--- config.mk ---
export PLATFORM = sky130hd
export DESIGN_NAME = lsf_status_flags
export DESIGN_NICKNAME = d
export VERILOG_FILES = /design/src/rtl/lsf_pkg.sv /design/src/rtl/lsf_last_detect.sv /design/src/rtl/lsf_flag_cell.sv /design/src/rtl/lsf_status_flags.sv
export SDC_FILE = /design/constraint.sdc
export NUM_CORES = 1
export LEC_CHECK = 0
export ABC_AREA = 1
export BUFFER_PORTS_ARGS = -buffer_cell sky130_fd_sc_hd__buf_2
export CAP_MARGIN = 20
export CORE_AREA = 2 2 39 41
export CTS_BUF_LIST = sky130_fd_sc_hd__clkbuf_4 sky130_fd_sc_hd__clkbuf_8
export CTS_CLUSTER_DIAMETER = 100
export CTS_CLUSTER_SIZE = 12
export DETAILED_ROUTE_END_ITERATION = 16
export DIE_AREA = 0 0 41 43
export GPL_TIMING_DRIVEN = 0
export PLACE_DENSITY_LB_ADDON = 0.15
export SETUP_SLACK_MARGIN = 0.15
export SYNTH_ARGS = -nofsm -noshare
export SYNTH_HDL_FRONTEND = slang
export SYNTH_HIERARCHICAL = 1
export SYNTH_SLANG_ARGS = --single-unit
export TNS_END_PERCENT = 100
--- constraint.sdc ---
create_clock -name clk -period 1.44 [get_ports clk]
set_clock_uncertainty 0.15 [all_clocks]
set_input_delay 0.216 -clock clk [delete_from_list [all_inputs] [get_ports clk]]
set_output_delay 0.216 -clock clk [all_outputs]
set_load 0.005 [all_outputs]
--- src/rtl/lsf_pkg.sv ---
package lsf_pkg;
  localparam int STAT_W     = 16;
  localparam int TX_STAT_BIT = 11;
  localparam int RX_STAT_BIT = 10;
  localparam int NUM_CH     = 2;
  localparam int CH_TX      = 0;
  localparam int CH_RX      = 1;

  typedef enum logic {
    MODE_LIVE  = 1'b0,
    MODE_LATCH = 1'b1
  } flag_mode_e;
endpackage

--- src/rtl/lsf_last_detect.sv ---
module lsf_last_detect #(
  parameter int SLOT_W = 4
) (
  input  logic              clk,
  input  logic              rst_n,
  input  logic              slot_vld,
  input  logic [SLOT_W-1:0] slot_idx,
  input  logic [SLOT_W-1:0] slots_per_frame,
  output logic              last_hit
);
  localparam logic [SLOT_W-1:0] ONE = SLOT_W'(1);

  logic              spf_nonzero;
  logic [SLOT_W-1:0] last_idx;

  always_comb begin
    spf_nonzero = |slots_per_frame;
    last_idx    = slots_per_frame - ONE;
    last_hit    = slot_vld && spf_nonzero && (slot_idx == last_idx);
  end

  // an empty frame has no last slot
  p_zero_frame_r9: assert property (@(posedge clk) disable iff (!rst_n)
    (slots_per_frame == '0) |-> !last_hit);

  // no detection without the valid strobe
  p_needs_vld_r1: assert property (@(posedge clk) disable iff (!rst_n)
    !slot_vld |-> !last_hit);
endmodule

--- src/rtl/lsf_flag_cell.sv ---
module lsf_flag_cell
  import lsf_pkg::*;
(
  input  logic clk,
  input  logic rst_n,
  input  logic net_mode,
  input  logic irq_en,
  input  logic last_hit,
  input  logic clr_req,
  output logic flag_o,
  output logic irq_o
);
  flag_mode_e mode;
  logic       held_q;
  logic       held_d;

  always_comb begin
    mode = irq_en ? MODE_LATCH : MODE_LIVE;
    if (!net_mode || mode == MODE_LIVE) begin
      held_d = 1'b0;
    end else begin
      held_d = last_hit || (held_q && !clr_req);
    end
  end

  always_ff @(posedge clk or negedge rst_n) begin
    if (!rst_n) held_q <= 1'b0;
    else        held_q <= held_d;
  end

  always_comb begin
    flag_o = 1'b0;
    if (net_mode) begin
      unique case (mode)
        MODE_LATCH: flag_o = held_q;
        MODE_LIVE:  flag_o = last_hit;
        default:    flag_o = 1'b0;
      endcase
    end
    irq_o = flag_o && (mode == MODE_LATCH);
  end

  // a set beats a simultaneous clear
  p_set_wins_r5: assert property (@(posedge clk) disable iff (!rst_n)
    (net_mode && irq_en && last_hit) |=> held_q);

  // a clear with no set empties the latch
  p_clear_r4: assert property (@(posedge clk) disable iff (!rst_n)
    (clr_req && !last_hit) |=> !held_q);

  // the latch holds while nothing clears it
  p_hold_r3: assert property (@(posedge clk) disable iff (!rst_n)
    (held_q && net_mode && irq_en && !clr_req) |=> held_q);

  // interrupt only with the enable on
  p_irq_en_r6: assert property (@(posedge clk) disable iff (!rst_n)
    irq_o |-> irq_en);

  // outside network mode everything is low
  p_off_mode_r8: assert property (@(posedge clk) disable iff (!rst_n)
    !net_mode |-> (!flag_o && !irq_o));

  // a disabled enable leaves no latched state behind
  p_drop_r7: assert property (@(posedge clk) disable iff (!rst_n)
    !irq_en |=> !held_q);
endmodule

--- src/rtl/lsf_status_flags.sv ---
module lsf_status_flags
  import lsf_pkg::*;
#(
  parameter int SLOT_W = 4
) (
  input  logic              clk,
  input  logic              rst_n,
  input  logic              net_mode,
  input  logic              tx_irq_en,
  input  logic              rx_irq_en,
  input  logic              tx_slot_vld,
  input  logic [SLOT_W-1:0] tx_slot_idx,
  input  logic [SLOT_W-1:0] tx_slots_per_frame,
  input  logic              rx_slot_vld,
  input  logic [SLOT_W-1:0] rx_slot_idx,
  input  logic [SLOT_W-1:0] rx_slots_per_frame,
  input  logic              stat_wr_en,
  input  logic [STAT_W-1:0] stat_wr_data,
  output logic              tx_last_flag,
  output logic              rx_last_flag,
  output logic              tx_irq,
  output logic              rx_irq
);
  logic [NUM_CH-1:0]             ch_vld;
  logic [NUM_CH-1:0][SLOT_W-1:0] ch_idx;
  logic [NUM_CH-1:0][SLOT_W-1:0] ch_spf;
  logic [NUM_CH-1:0]             ch_en;
  logic [NUM_CH-1:0]             ch_clr;
  logic [NUM_CH-1:0]             ch_hit;
  logic [NUM_CH-1:0]             ch_flag;
  logic [NUM_CH-1:0]             ch_irq;

  always_comb begin
    ch_vld[CH_TX] = tx_slot_vld;
    ch_vld[CH_RX] = rx_slot_vld;
    ch_idx[CH_TX] = tx_slot_idx;
    ch_idx[CH_RX] = rx_slot_idx;
    ch_spf[CH_TX] = tx_slots_per_frame;
    ch_spf[CH_RX] = rx_slots_per_frame;
    ch_en[CH_TX]  = tx_irq_en;
    ch_en[CH_RX]  = rx_irq_en;
    ch_clr[CH_TX] = stat_wr_en && stat_wr_data[TX_STAT_BIT];
    ch_clr[CH_RX] = stat_wr_en && stat_wr_data[RX_STAT_BIT];
  end

  for (genvar g = 0; g < NUM_CH; g++) begin : g_ch
    lsf_last_detect #(.SLOT_W(SLOT_W)) u_det (
      .clk             (clk),
      .rst_n           (rst_n),
      .slot_vld        (ch_vld[g]),
      .slot_idx        (ch_idx[g]),
      .slots_per_frame (ch_spf[g]),
      .last_hit        (ch_hit[g])
    );

    lsf_flag_cell u_cell (
      .clk      (clk),
      .rst_n    (rst_n),
      .net_mode (net_mode),
      .irq_en   (ch_en[g]),
      .last_hit (ch_hit[g]),
      .clr_req  (ch_clr[g]),
      .flag_o   (ch_flag[g]),
      .irq_o    (ch_irq[g])
    );
  end

  always_comb begin
    tx_last_flag = ch_flag[CH_TX];
    rx_last_flag = ch_flag[CH_RX];
    tx_irq       = ch_irq[CH_TX];
    rx_irq       = ch_irq[CH_RX];
  end

  // quiet right after reset
  p_reset_quiet_r10: assert property (@(posedge clk)
    $rose(rst_n) |-> (!tx_irq && !rx_irq));
endmodule

==> impl_metrics.tcl, run 1 <==
set metrics [dict create \
    portBuffers 29 \
    p_leak_nw 0.509 \
    cts_sinks 2 \
    ys_warn_count 6 \
    worst_ir_drop_vdd_mv 0.199 \
    final_cell_mix "nand2_1 (32), buf_2 (25), inv_1 (14)" \
    ios 44 \
    grt_max_degree 5 \
    routedWlPerCell_um 7.51 \
    htreeDepth 1 \
    hold_viol_final 0 \
    ys_seq_area_frac 0.102 \
    dieArea_mm2 0.00176 \
    num_vias 652 \
    grt.total_usage 0.169 \
    outcome "finished, violations left" \
    start_util 0.354 \
    grt_antenna_before_repair 0 \
    violations "setup timing" \
    fin_nets 182 \
    synth_cell_types 14 \
    grt_pass1_wl_um 2090 \
    cts_root_buf "clkbuf_4" \
    synth_seq_cells 2 \
    multi_input_area_um2 358 \
    die_w_um 41 \
    clk_latency_ns 0.21 \
    largest_reg_flops 2 \
    cts_tree "yes" \
    seqCellArea_um2 50.0 \
    first_iter_violations 1 \
    max_slew_margin 0.915 \
    cts.path.max_buffers 2 \
    start_kind "input pin" \
    cp_max_fo 2 \
    worstPathArrival_ns 1.22 \
    syn_inst 98 \
    post-route-drc-count 0 \
    largest-register "g_ch.u_cell/held_q" \
    critical_path_required_ns 1.07 \
    worst_pin_slew_ns 0.128 \
    rsz0062_at_grt "yes" \
    syn_avg_cell_area_um2 5.00 \
    drtPass1Iterations 2 \
    setup_viol 3 \
    crit_type "input pin to primary output" \
    nFillCells 131 \
    clkTransAtPathRegs_ns 0.03 \
    end_kind "primary output" \
    fin_ws_ns -0.150 \
    slew_viol_final 0 \
    syn_area_um2 490 \
    dp_slack_ns -0.234 \
    drive_gt1_frac 0.500 \
    grt-ovfl-total 0 \
    fp.dieH_um 43 \
    pwr_density_cell_mw_per_mm2 414 \
    grt_pass1_vias 627 \
    finalWirelength_um 1160 \
    layout_commonest_cell "nand2_1" \
    period_share 1.10 \
    dp_hpwl_um 959 \
    reg_top3 "g_ch.u_cell/held_q (2)" \
    synth_nets 140 \
    gp_congestion 0.704 \
    n_antenna_cell 0 \
    viasPerCell 4.23 \
    placementRows 14 \
    design.core.area_mm2 0.00138 \
    finalPower_w 0.000358 \
    fmax_mhz 629 \
    syn_to_final_growth_pct 76.3 \
    fin_setup_tns_ns -0.299 \
    min_period_ns 1.59 \
    max-cap-violations 0 \
    ant_nets 0 \
    numCtsBuffers 3 \
    hold_path.class "input pin to flop" \
]
synthesized netlist by cell type, drive strengths merged:
| library cell | count | area, um^2 |
|---|---|---|
| o21a | 2 | 15.0 |
| a21oi | 2 | 17.5 |
| inv | 28 | 105 |
| clkinv | 2 | 7.51 |
| nand4 | 2 | 12.5 |
| nand3 | 8 | 40.0 |
| o21ai | 2 | 17.5 |
| nor2 | 8 | 35.0 |
| ha | 2 | 25.0 |
| dfrtp | 2 | 50.1 |
| nand2 | 40 | 165 |
what timing repair did:
item | in CTS | in global routing
resized for setup | 17 | 2
hold endpoints to repair | 2 | 0
pin swaps | 8 | 1
endpoints found under the setup margin | 2 | 4
hold buffers | 1 | 0
buffers inserted | 7 | 0
metrics by stage:
step / hold WS (ns) / cells / area, um^2 / utilization
5_1_grt: 0.124 / 154 / 865 / 0.625
3_3_place_gp: -0.146 / 143 / 721 / 0.521
4_1_cts: 0.116 / 154 / 857 / 0.619
3_5_place_dp: -0.142 / 143 / 721 / 0.521
6_report: 0.127 / 154 / 865 / 0.625
2_1_floorplan: -0.230 / 98 / 556 / -
worst max-delay path, stage by stage:
cell and delay (ns):
buf_8 0.09, inv_12 0.03, ha_4 0.24, o21a_1 0.10, nand4_1 0.12, nor2_2 0.14, nand3_1 0.10, o21ai_2 0.06
buf_2 0.12
worst paths after layout:
| kind | end | cells after the start | startpoint | slack [ns] |
|---|---|---|---|---|
| setup / recovery | rx_last_flag | 9 | rx_slots_per_frame[1] | -0.15 |
| hold / removal | g_ch[1].u_cell/held_q | 3 | rx_irq_en | 0.13 |
| setup reg to reg | g_ch[1].u_cell/held_q | 2 | g_ch[1].u_cell/held_q | 0.66 |
| hold reg to reg | g_ch[0].u_cell/held_q | 2 | g_ch[0].u_cell/held_q | 0.38 |
| max in group asynchronous | g_ch[0].u_cell/held_q | 2 | rst_n | 0.87 |
| min in group asynchronous | g_ch[1].u_cell/held_q | 2 | rst_n | 0.17 |
power by group:
group | switching (W) | internal (W)
Sequential | 0.000000355 | 0.0000574
Combinational | 0.0000907 | 0.0000945
Clock | 0.0000236 | 0.0000912
routing by layer:
metal | part of all wire | track usage | vias to the layer above
li1 | - | - | 368
met1 | 0.42 | 0.171 | 268
met2 | 0.55 | 0.313 | 16
met3 | 0.036 | 0.0314 | 0
met4 | 0 | 0.0600 | 0
met5 | 0 | 0 | -
cell type report:
type                            instances  share of cell area
Clock buffer                            3              0.0260
Multi-Input combinational cell         66               0.414
Inverter                               30               0.171
Sequential cell                         2              0.0579
Timing Repair Buffer                   37               0.308
Tap cell                               16              0.0232
cells by family after synthesis:
family,count (synthesis),share of synthesized area
AND/OR/NAND/NOR,58,0.515
buffers and inverters,30,0.230
AO/OA/AOI/OAI,6,0.102
adder cells (fa/ha/maj),2,0.0510
flip-flops,2,0.102
No activity file was read; power rests on OpenSTA's default activity.
==> inputs of run 2 (changes only) <==
==> constraint.sdc (replaced) <==
create_clock -name clk -period 1.44 [get_ports clk]
set_clock_uncertainty 0.15 [all_clocks]
set_input_delay 0.432 -clock clk [delete_from_list [all_inputs] [get_ports clk]]
set_output_delay 0.432 -clock clk [all_outputs]
set_load 0.005 [all_outputs]
==> run 2 against run 1 <==
Clock power rose by 14%; fmax fell by 22%; largest cell class unchanged; critical path depth did not move; flip-flop and latch count did not move; register-to-register slack got worse by 0.03 ns; wire length rose by 18%; via count rose by 4.9%; core utilization rose by 4.0 points; largest power group unchanged; sequential share of layout area fell by 0.35 points; the flow still finishes with violations (setup timing); sequential power barely moved.
==> impl_metrics.tcl, run 2 (synthesized netlist as in run 1, its figures left out) <==
set metrics [dict create \
    holdWs_ns 0.312 \
    placementRows 14 \
    gp_congestion 0.665 \
    dieArea_mm2 0.00176 \
    end_kind "primary output" \
    start_util 0.354 \
    outcome "finished, violations left" \
    design.core.area_mm2 0.00138 \
    nFillCells 120 \
    top_layer "met4" \
    routedWlPerCell_um 8.81 \
    slew_viol_final 0 \
    finalWirelength_um 1370 \
    fmax_mhz 491 \
    design_area_um2 920 \
    first_iter_violations 6 \
    grt_pass1_vias 601 \
    post-route-drc-count 0 \
    viasPerCell 4.41 \
    crit_type "input pin to primary output" \
    clk_latency_ns 0.23 \
    clkTransAtPathRegs_ns 0.03 \
    die_w_um 41 \
    start_kind "input pin" \
    cts_sinks 2 \
    place_area_um2 721 \
    crit_chain "buf_8 > inv_12 > ha_4 > o21a_1 > nand4_1 > nor2_4 > nand3_2 > o21ai_2 > buf_2" \
    ios 44 \
    num_vias 684 \
    reg_top3 "g_ch.u_cell/held_q (2)" \
    largest-register "g_ch.u_cell/held_q" \
    cts_tree "yes" \
    fp.dieH_um 43 \
    setup_viol 4 \
    n_antenna_cell 0 \
    hold_path.class "input pin to flop" \
    finalNonFillerCells 155 \
    critical_path_required_ns 0.86 \
    grt_max_degree 5 \
    grt_antenna_before_repair 0 \
    layout_commonest_cell "nand2_1" \
    cts_root_buf "clkbuf_4" \
    portBuffers 29 \
    violations "setup timing" \
    fin_ws_ns -0.598 \
    fin_nets 183 \
    largest_reg_flops 2 \
    max-cap-violations 0 \
    syn_to_final_growth_pct 87.5 \
    p_leak_nw 0.532 \
    grt_pass1_wl_um 2080 \
    met1_length_um 556 \
    cpPeakStageDelay_ns 0.24 \
    final_cell_mix "nand2_1 (31), buf_2 (24), inv_1 (12), inv_2 (12)" \
    cts.path.max_buffers 2 \
    grt.total_usage 0.173 \
    slowest_stage "ha_4" \
    dp_hpwl_um 974 \
    cp_max_fo 2 \
    dp_cells 143 \
    wl_met2_um 734 \
    numCtsBuffers 3 \
    grt-ovfl-total 0 \
    hold_viol_final 0 \
    worstPathArrival_ns 1.46 \
    min_period_ns 2.04 \
    pwr_density_cell_mw_per_mm2 425 \
    rsz0062_at_grt "yes" \
    drive_gt1_frac 0.547 \
    max_slew_margin 0.895 \
    worst_ir_drop_vdd_mv 0.281 \
    period_share 1.42 \
    htreeDepth 1 \
    drtPass1Iterations 4 \
    ant_nets 0 \
    worst_pin_slew_ns 0.157 \
    wl_met3_um 63 \
]
[run 2: final timing paths]
kind | start | to | slack (ns) | depth (start not counted)
max | tx_slots_per_frame[1] | tx_last_flag | -0.60 | 9
min | tx_irq_en | g_ch[0].u_cell/held_q | 0.31 | 3
max reg2reg | g_ch[1].u_cell/held_q | g_ch[1].u_cell/held_q | 0.63 | 2
min reg2reg | g_ch[0].u_cell/held_q | g_ch[0].u_cell/held_q | 0.41 | 2
max in group asynchronous | rst_n | g_ch[0].u_cell/held_q | 0.67 | 2
min in group asynchronous | rst_n | g_ch[1].u_cell/held_q | 0.38 | 2
[run 2: timing repair]
action,in CTS,in global routing
pin swaps,6,8
endpoints found under the hold margin,2,0
hold buffers,1,0
setup endpoints to repair,6,6
gates resized for setup,25,7
cloned,0,0
setup buffers,6,2
[run 2: area by class of cell]
| type | instances | area, um^2 | area share |
|---|---|---|---|
| Timing Repair Buffer | 38 | 284 | 0.309 |
| Clock buffer | 3 | 22.5 | 0.0245 |
| Sequential cell | 2 | 50.0 | 0.0544 |
| Multi-Input combinational cell | 66 | 395 | 0.430 |
| Tap cell | 16 | 20.0 | 0.0218 |
| Inverter | 30 | 148 | 0.161 |
[run 2: power by group]
part | switching (W) | internal, W | total [W] | leakage, nW
sequential | 0.000000474 | 0.0000573 | 0.0000578 | 0.0279
combinational | 0.000101 | 0.000101 | 0.000202 | 0.490
clock | 0.0000384 | 0.0000924 | 0.000131 | 0.0138
[run 2: worst max-delay path: cells and delay by family]
family                   cells  cell delay, ns
AO/OA/AOI/OAI                2            0.16
buffers and inverters        3            0.24
AND/OR/NAND/NOR              3            0.37
adder cells (fa/ha/maj)      1            0.24
[run 2: through the flow]
step	setup TNS, ns	util	setup slack (ns)	power [W]
after floorplan	-0.563	-	-0.281	0.000155
after global placement	-1.53	0.521	-0.621	0.000213
after detailed placement	-1.68	0.521	-0.676	0.000218
after CTS	-1.37	0.632	-0.592	0.000381
after global routing	-1.99	0.665	-0.679	0.000425
final	-1.67	0.665	-0.598	0.000391
[run 2: metal layers]
layer,up-vias,global-route usage
met1,293,0.179
met2,18,0.309
li1,371,-
met4,0,0.0800
met3,2,0.0314
met5,-,0
==> inputs of run 3 (changes only) <==
--- a/config.mk
+++ b/config.mk
@@ -8,12 +8,14 @@
 export ABC_AREA = 1
 export BUFFER_PORTS_ARGS = -buffer_cell sky130_fd_sc_hd__buf_2
 export CAP_MARGIN = 20
-export CORE_AREA = 2 2 39 41
+export CELL_PAD_IN_SITES_DETAIL_PLACEMENT = 1
+export CELL_PAD_IN_SITES_GLOBAL_PLACEMENT = 1
+export CORE_MARGIN = 2
+export CORE_UTILIZATION = 22
 export CTS_BUF_LIST = sky130_fd_sc_hd__clkbuf_4 sky130_fd_sc_hd__clkbuf_8
 export CTS_CLUSTER_DIAMETER = 100
 export CTS_CLUSTER_SIZE = 12
 export DETAILED_ROUTE_END_ITERATION = 16
-export DIE_AREA = 0 0 41 43
 export GPL_TIMING_DRIVEN = 0
 export PLACE_DENSITY_LB_ADDON = 0.15
 export SETUP_SLACK_MARGIN = 0.15
==> run 3 against run 2 <==
The flow still finishes with violations (setup timing); fmax rose by 1.0%; final area shrank 4.2%; die area rose by 49%; global-route usage decreased by 5.7 points; non-clock buffer count shrank 3; highest routed layer is now met3.
==> impl_metrics.tcl, run 3 (synthesized netlist as in run 1, its figures left out) <==
set metrics [dict create \
    outcome "finished, violations left" \
    violations "setup timing" \
    grt_antenna_before_repair 0 \
    cp_max_fo 3 \
    final_util 0.410 \
    setup_viol 3 \
    fp.dieH_um 51.2 \
    multi_input_area_um2 378 \
    p_leak_nw 0.504 \
    syn_to_final_growth_pct 79.6 \
    start_util 0.228 \
    largest-register "g_ch.u_cell/held_q" \
    ant_nets 0 \
    clkTransAtPathRegs_ns 0.03 \
    numCtsBuffers 3 \
    post-route-drc-count 0 \
    num_vias 667 \
    final_cell_mix "nand2_1 (31), buf_2 (24), inv_1 (12), inv_2 (12), nand2_2 (8)" \
    slew_viol_final 0 \
    layout_commonest_cell "nand2_1" \
    worst_ir_drop_vdd_mv 0.159 \
    r2r_start "g_ch[1].u_cell/held_q" \
    holdWs_ns 0.317 \
    dp_hpwl_um 1200 \
    ios 44 \
    cts.path.max_buffers 2 \
    grt.total_usage 0.116 \
    largest_reg_flops 2 \
    end_kind "primary output" \
    fin_ws_ns -0.578 \
    fmax_mhz 495 \
    rsz0062_at_grt "yes" \
    drive_gt1_frac 0.529 \
    seqCellArea_um2 50.0 \
    grt_pass1_vias 660 \
    grt_pass1_wl_um 2410 \
    die_w_um 51.2 \
    clk_latency_ns 0.22 \
    period_share 1.40 \
    viasPerCell 4.07 \
    fin_nets 180 \
    cts_root_buf "clkbuf_4" \
    min_period_ns 2.02 \
    grt-ovfl-total 0 \
    start_kind "input pin" \
    routedWlPerCell_um 8.79 \
    hold_path.class "input pin to flop" \
    htreeDepth 1 \
    dp_cells 155 \
    hold_viol_final 0 \
    pwr_density_cell_mw_per_mm2 422 \
    max_slew_margin 0.901 \
    n_antenna_cell 0 \
    fin_setup_tns_ns -1.24 \
    cts_tree "yes" \
    finalPower_w 0.000372 \
    gp_congestion 0.669 \
    first_iter_violations 6 \
    finalNonFillerCells 164 \
    dieArea_mm2 0.00262 \
    worstSetupStartpoint "tx_slots_per_frame[1]" \
    finalWirelength_um 1440 \
    grt_max_degree 5 \
    min_from "net_mode" \
    reg_top3 "g_ch.u_cell/held_q (2)" \
    worst_pin_slew_ns 0.147 \
    drtPass1Iterations 3 \
    max-cap-violations 0 \
    critical_path_required_ns 0.86 \
    crit_type "input pin to primary output" \
    worstPathArrival_ns 1.44 \
    placementRows 17 \
    design.core.area_mm2 0.00215 \
    nFillCells 302 \
    portBuffers 29 \
    cts_sinks 2 \
]
[run 3: worst paths after layout]
kind / end / slack [ns] / depth (start not counted)
worst min-delay path: g_ch[0].u_cell/held_q / 0.32 / 3
worst max-delay path: tx_last_flag / -0.58 / 14
worst min register to register: g_ch[0].u_cell/held_q / 0.40 / 2
min in group asynchronous: g_ch[1].u_cell/held_q / 0.38 / 2
worst max register to register: g_ch[1].u_cell/held_q / 0.65 / 2
max in group asynchronous: g_ch[0].u_cell/held_q / 0.66 / 2
[run 3: what timing repair did]
action	in CTS	in global routing
buffers inserted	5	0
pin swaps	10	5
endpoints found under the hold margin	2	0
gates resized for setup	19	6
hold buffers	1	0
setup endpoints to repair	6	6
[run 3: per-layer routing]
metal  vias up  global-route usage  part of all wire
met5         -                   0                 0
met4         0              0.0395                 0
met3         0             0.00585             0.042
met2        12               0.229              0.57
met1       294               0.129              0.39
li1        361                   -                 -
[run 3: power breakdown]
part	switching [W]	total [W]	leakage (nW)	internal [W]
Sequential	0.000000457	0.0000578	0.0279	0.0000573
Clock	0.0000296	0.000121	0.0138	0.0000918
Combinational	0.0000970	0.000193	0.462	0.0000955
Total	0.000127	0.000372	0.504	0.000245
[run 3: critical path, cell delays in order]
cell	delay, ns
buf_12	0.11
inv_12	0.04
ha_4	0.13
inv_2	0.03
nand2_2	0.06
nand2_1	0.05
nand2_1	0.05
nand2_1	0.05
inv_2	0.05
nand2_2	0.05
nor2_4	0.12
nand3_2	0.08
o21ai_2	0.06
buf_2	0.12
[run 3: layout make-up]
class                   count  share of cell area
inverters                  30               0.168
well taps                  28              0.0398
repair buffers             35               0.281
flip-flops and latches      2              0.0568
multi-input cells          66               0.429
clock buffers               3              0.0256
[run 3: through the flow]
step	worst slack [ns]	instance area (um^2)
detailed placement	-0.677	736
CTS	-0.590	857
global route	-0.670	881
floorplan	-0.281	556
global placement	-0.647	736
finish	-0.578	881
